$ cat config.mk
export PLATFORM = sky130hd
export DESIGN_NAME = npx_busy_ctrl
export DESIGN_NICKNAME = d
export VERILOG_FILES = /design/src/rtl/npx_pkg.sv /design/src/rtl/npx_wr_decode.sv /design/src/rtl/npx_err_latch.sv /design/src/rtl/npx_rst_pulse.sv /design/src/rtl/npx_busy_ctrl.sv
export SDC_FILE = /design/constraint.sdc
export NUM_CORES = 1
export LEC_CHECK = 0
export BUFFER_PORTS_ARGS = -buffer_cell sky130_fd_sc_hd__buf_2
export CORE_MARGIN = 3
export CORE_UTILIZATION = 30
export CTS_BUF_LIST = sky130_fd_sc_hd__clkbuf_4
export DETAILED_ROUTE_END_ITERATION = 7
export MAX_ROUTING_LAYER = met4
export PLACE_DENSITY_LB_ADDON = 0.3
export SLEW_MARGIN = 20
export SYNTH_ARGS = -nofsm -noshare
export SYNTH_HDL_FRONTEND = slang
export SYNTH_HIERARCHICAL = 1
export SYNTH_SLANG_ARGS = --single-unit
$ cat constraint.sdc
create_clock -name clk -period 2.35 [get_ports clk]
set_input_delay 0.1175 -clock clk [delete_from_list [all_inputs] [get_ports clk]]
set_output_delay 0.1175 -clock clk [all_outputs]
set_load 0.01 [all_outputs]
$ cat src/rtl/npx_pkg.sv
package npx_pkg;
  typedef enum logic [1:0] {
    WR_NONE  = 2'd0,
    WR_CLEAR = 2'd1,
    WR_RESET = 2'd2
  } npx_wr_e;
endpackage

$ cat src/rtl/npx_wr_decode.sv
module npx_wr_decode
  import npx_pkg::*;
#(
  parameter int              ADDR_W      = 16,
  parameter int              SYNC_STAGES = 2,
  parameter logic [ADDR_W-1:0] CLR_PORT  = 'h0F0,
  parameter logic [ADDR_W-1:0] RST_PORT  = 'h0F1
) (
  input  logic              clk,
  input  logic              rst,
  input  logic [ADDR_W-1:0] io_addr,
  input  logic              io_space,
  input  logic              iow_n,
  output npx_wr_e           wr_ev
);
  localparam int HIST_W = SYNC_STAGES + 1;

  logic [HIST_W-1:0] strobe_hist;
  logic              strobe_fall;

  always_ff @(posedge clk) begin
    if (rst) strobe_hist <= '1;
    else     strobe_hist <= {strobe_hist[HIST_W-2:0], iow_n};
  end

  assign strobe_fall = !strobe_hist[SYNC_STAGES-1] && strobe_hist[SYNC_STAGES];

  always_comb begin
    wr_ev = WR_NONE;
    if (strobe_fall && io_space) begin
      if (io_addr == CLR_PORT)      wr_ev = WR_CLEAR;
      else if (io_addr == RST_PORT) wr_ev = WR_RESET;
    end
  end

  p_single_event_r7: assert property (@(posedge clk) disable iff (rst)
    (wr_ev != WR_NONE) |=> (wr_ev == WR_NONE));
endmodule

$ cat src/rtl/npx_err_latch.sv
module npx_err_latch
  import npx_pkg::*;
(
  input  logic    clk,
  input  logic    rst,
  input  logic    cop_busy_n,
  input  logic    cop_err_n,
  input  npx_wr_e wr_ev,
  output logic    err_held
);
  logic set_cond;

  assign set_cond = !cop_busy_n && !cop_err_n;

  always_ff @(posedge clk) begin
    if (rst)                    err_held <= 1'b0;
    else if (set_cond)          err_held <= 1'b1;
    else if (wr_ev != WR_NONE)  err_held <= 1'b0;
  end

  p_set_r2: assert property (@(posedge clk) disable iff (rst)
    set_cond |=> err_held);
  p_hold_r3: assert property (@(posedge clk) disable iff (rst)
    (err_held && wr_ev == WR_NONE) |=> err_held);
  p_clear_r4: assert property (@(posedge clk) disable iff (rst)
    (wr_ev != WR_NONE && !set_cond) |=> !err_held);
  p_priority_r9: assert property (@(posedge clk) disable iff (rst)
    (wr_ev != WR_NONE && set_cond) |=> err_held);
  p_no_spurious_r10: assert property (@(posedge clk) disable iff (rst)
    (!err_held && !set_cond) |=> !err_held);
endmodule

$ cat src/rtl/npx_rst_pulse.sv
module npx_rst_pulse
  import npx_pkg::*;
#(
  parameter int RST_PULSE = 4
) (
  input  logic    clk,
  input  logic    rst,
  input  npx_wr_e wr_ev,
  output logic    cop_reset
);
  localparam int CW = $clog2(RST_PULSE + 1);
  localparam logic [CW-1:0] LOAD = CW'(RST_PULSE);

  logic [CW-1:0] remain;

  always_ff @(posedge clk) begin
    if (rst)                    remain <= '0;
    else if (wr_ev == WR_RESET) remain <= LOAD;
    else if (remain != '0)      remain <= remain - 1'b1;
  end

  assign cop_reset = rst || (remain != '0);

  p_pulse_start_r5: assert property (@(posedge clk) disable iff (rst)
    (wr_ev == WR_RESET) |=> cop_reset);
  p_pulse_bound_r5: assert property (@(posedge clk) disable iff (rst)
    remain <= LOAD);
  p_clear_no_reset_r4: assert property (@(posedge clk) disable iff (rst)
    (wr_ev == WR_CLEAR && remain == '0) |=> !cop_reset);
endmodule

$ cat src/rtl/npx_busy_ctrl.sv
module npx_busy_ctrl
  import npx_pkg::*;
#(
  parameter int                ADDR_W      = 16,
  parameter int                SYNC_STAGES = 2,
  parameter int                RST_PULSE   = 4,
  parameter logic [ADDR_W-1:0] CLR_PORT    = 'h0F0,
  parameter logic [ADDR_W-1:0] RST_PORT    = 'h0F1
) (
  input  logic              clk,
  input  logic              rst,
  input  logic [ADDR_W-1:0] io_addr,
  input  logic              io_space,
  input  logic              iow_n,
  input  logic              cop_busy_n,
  input  logic              cop_err_n,
  output logic              cpu_busy_n,
  output logic              cop_reset,
  output logic              err_irq
);
  npx_wr_e wr_ev;
  logic    err_held;

  npx_wr_decode #(
    .ADDR_W(ADDR_W), .SYNC_STAGES(SYNC_STAGES),
    .CLR_PORT(CLR_PORT), .RST_PORT(RST_PORT)
  ) u_decode (
    .clk(clk), .rst(rst), .io_addr(io_addr), .io_space(io_space),
    .iow_n(iow_n), .wr_ev(wr_ev)
  );

  npx_err_latch u_latch (
    .clk(clk), .rst(rst), .cop_busy_n(cop_busy_n), .cop_err_n(cop_err_n),
    .wr_ev(wr_ev), .err_held(err_held)
  );

  npx_rst_pulse #(.RST_PULSE(RST_PULSE)) u_pulse (
    .clk(clk), .rst(rst), .wr_ev(wr_ev), .cop_reset(cop_reset)
  );

  assign cpu_busy_n = cop_busy_n && !err_held;
  assign err_irq    = err_held;

  p_follow_r1: assert property (@(posedge clk) disable iff (rst)
    !err_irq |-> (cpu_busy_n == cop_busy_n));
  p_busy_held_r3: assert property (@(posedge clk) disable iff (rst)
    err_irq |-> !cpu_busy_n);
  p_sys_reset_r8: assert property (@(posedge clk)
    rst |-> cop_reset);
endmodule

==> impl_metrics.yaml <==
critical_path:
  crit_start: "u_pulse/remain[1]"
  cp_slowest_cell: "dfxtp_1"
  cp_common_cell: "ha_1"
  timing.rr.end: "u_pulse/remain[1]"
  arrival_ns: 1.46
  cp_max_fo: 5
  path_class: "flip-flop to output pin"
  cp_cell_sequence: "inv_1 > ha_1 > ha_1 > or2b_1 > buf_2"
  r2r-start: "u_decode/strobe_hist[1]"
  cp.required_ns: 2.23
  end_kind: "output pin"
  worst_path_largest_cell_delay_ns: 0.30
  r2r_setup_slack_ns: 1.02
  rr_worst_depth: 5
  startpoint_type: "flip-flop"
power_and_ir_drop:
  max-vdd-ir-drop_uv: 373.4
  finalPower_uw: 424.7
  powerDensity_mw_per_mm2: 751.0
  swShare_pct: 30.11
  leakagePower_nw: 0.2588
  switchingPower_uw: 127.9
  clock_power_share_pct: 28.1
  p_int_uw: 296.8
  power_frac_comb_pct: 36.9
  seqPwrFrac_pct: 35.0
global_routing:
  grt_max_degree: 10
  grt_pass1_vias: 317
  antenna_found_initial: 0
  grt_usage_pct: 9.425
  grt_pass1_wl_mm: 1.214
  overflow: 0
clock_tree:
  numClockSinks: 7
  clockRootBuffer: "clkbuf_4"
  cts-resized-gates: 0
  numCtsBuffers: 3
  holdBufCountCts: 0
  clk_latency_ns: 0.25
  cts_tree: "built"
  cts_htree_levels: 1
  post-cts-setup-buffers: 0
  clock_path_buffers: 2
  path_clk_slew_ns: 0.06
place:
  dp_cells: 77
  portBuffers: 24
  gp_congestion: 0.7143
  post-dp-hpwl_um: 624
yosys:
  synth_top_area_cell: "dfxtp_1"
  synth.cell_area_um2: 397.9
  synthFlopType: "dfxtp_1"
  synthDistinctLibCells: 22
  synth.avg_cell_area_um2: 10.20
  synth_top_area_share_pct: 35.22
  synthTopCellsByArea: "dfxtp_1 35%, ha_1 9.4%, nor4_2 6.3%, nor4_4 5.3%, or2_2 4.7%"
  synthCells: 39
  syn_nets: 64
  ys_async_sr_fraction_pct: 0
  synth-seq-cells: 7
  synthTopCellsByCount: "7 x dfxtp_1, 4 x inv_1, 3 x ha_1, 3 x or2_2"
  yosysMostFrequentCell: "dfxtp_1"
  synth_enable_flop_cells: 0
  ys_seq_area_share_pct: 35.22
  ys_warn_count: 6
layout:
  fin_util_pct: 48.29
  fin_nets: 93
  drive_gt1_share_pct: 55.22
  area_delta_synth_final_pct: 42.14
  diodes: 0
  instances_no_fill: 81
die:
  coreArea_mm2: 0.001171
  io_pins: 25
  fp-row-count: 12
  die_area_mm2: 0.001799
  die_w_um: 42.42
  die_h_um: 42.42
  start_util_pct: 33.97
sta:
  skew_ns: 0.007386
  fmax_ghz: 0.6343
  rsz0062_at_grt: "false"
  fin_crit_sh_pct: 67.08
  hold_slack_ns: 0.05681
  fin_crit_ns: 1.576
  fin_tns_setup_ns: 0
  final_hold_viol_count: 0
  worst_pin_slew_ns: 0.2774
  finalMaxSlewViolations: 0
  relSlewSlack_pct: 81.35
  finalSetupViolations: 0
routing:
  vias: 362
  routed_wl_um: 738
  avgViaCountPerCell: 4.469
  route.detailed.drc: 0
  drtPass1Iterations: 2
  drtIter0Drc: 2
  ant_nets: 0
  wire_per_inst_um: 9.111
min_path:
  hold-path-cell-count: 2
  worstHoldStart: "iow_n"
  hp-class: "input port to flip-flop"
  min_to: "u_decode/strobe_hist[0]"
run:
  maxCapViolCount: 0
status:
  outcome: "complete, no violations"
## worst max-delay path, delay by kind of cell, from the launching register on
family	cells	cell delay, ns
adder cells (fa/ha/maj)	2	0.46
buffers and inverters	2	0.21
flip-flops	1	0.30
AND/OR/NAND/NOR	1	0.24
## metrics by stage
stage / area, um2 / worst slack (ns)
after floorplan: 397.9 / 1.097
after global placement: 535.5 / 1.025
after detailed placement: 535.5 / 1.003
after CTS: 565.5 / 0.7487
after global routing: 565.5 / 0.6699
final: 565.5 / 0.7735
## power groups by stage
| stage | combinational (mW) | clock, mW | sequential (mW) |
|---|---|---|---|
| global placement | 0.155 | 0 | 0.151 |
| global route | 0.176 | 0.132 | 0.150 |
| detailed placement | 0.156 | 0 | 0.151 |
| CTS | 0.159 | 0.125 | 0.148 |
| finish | 0.157 | 0.120 | 0.148 |
| floorplan | 0.112 | 0 | 0.150 |
## registers in the layout, summed over array words and instances, names as in the netlist
name and cells:
u_decode/strobe_hist 3, u_latch/err_held 1, u_pulse/remain 3
## worst max path at each step
| stage | endpoint |
|---|---|
| 2_1_floorplan | u_pulse/remain[1] |
| 3_3_place_gp | u_pulse/remain[1] |
| 3_5_place_dp | u_pulse/remain[1] |
| 4_1_cts | cop_reset |
| 5_1_grt | cop_reset |
| 6_report | cop_reset |
## layout make-up
type / instances / area [um2]
Clock buffer: 4 / 30.03
Fill cell: 119 / 605.6
Multi-Input combinational cell: 28 / 242.7
Inverter: 4 / 15.01
Tap cell: 14 / 17.52
Sequential cell: 7 / 140.1
Timing Repair Buffer: 24 / 120.1
## cells in the final DEF, fill, tap and decap left out, types with 2 or more instances in the layout
cell / count
nor2b_1: 2
nand4_1: 2
buf_2: 24
dfxtp_1: 7
clkbuf_4: 4
nor4_2: 2
or2_2: 3
ha_1: 3
nor2_1: 2
inv_1: 4
## logic make-up (layout without fill, tap and decap cells)
logic type	Yosys count	count (layout)	share of synthesized area (%)
buf+inv	4	32	3.772
fa+ha+maj	3	3	9.435
mux	1	1	2.516
simple gates	20	20	39.93
flops	7	7	35.22
xor+xnor	1	1	2.202
compound gates	3	3	6.917
## layer usage
metal | track usage (%) | vias up | share of wire [%]
li1 | - | 193 | -
met1 | 11.00 | 145 | 46
met2 | 12.16 | 22 | 37
met3 | 4.292 | 2 | 14
met4 | 7.453 | 0 | 1.9
met5 | - | - | 0
(Power assumes the default switching activity.)
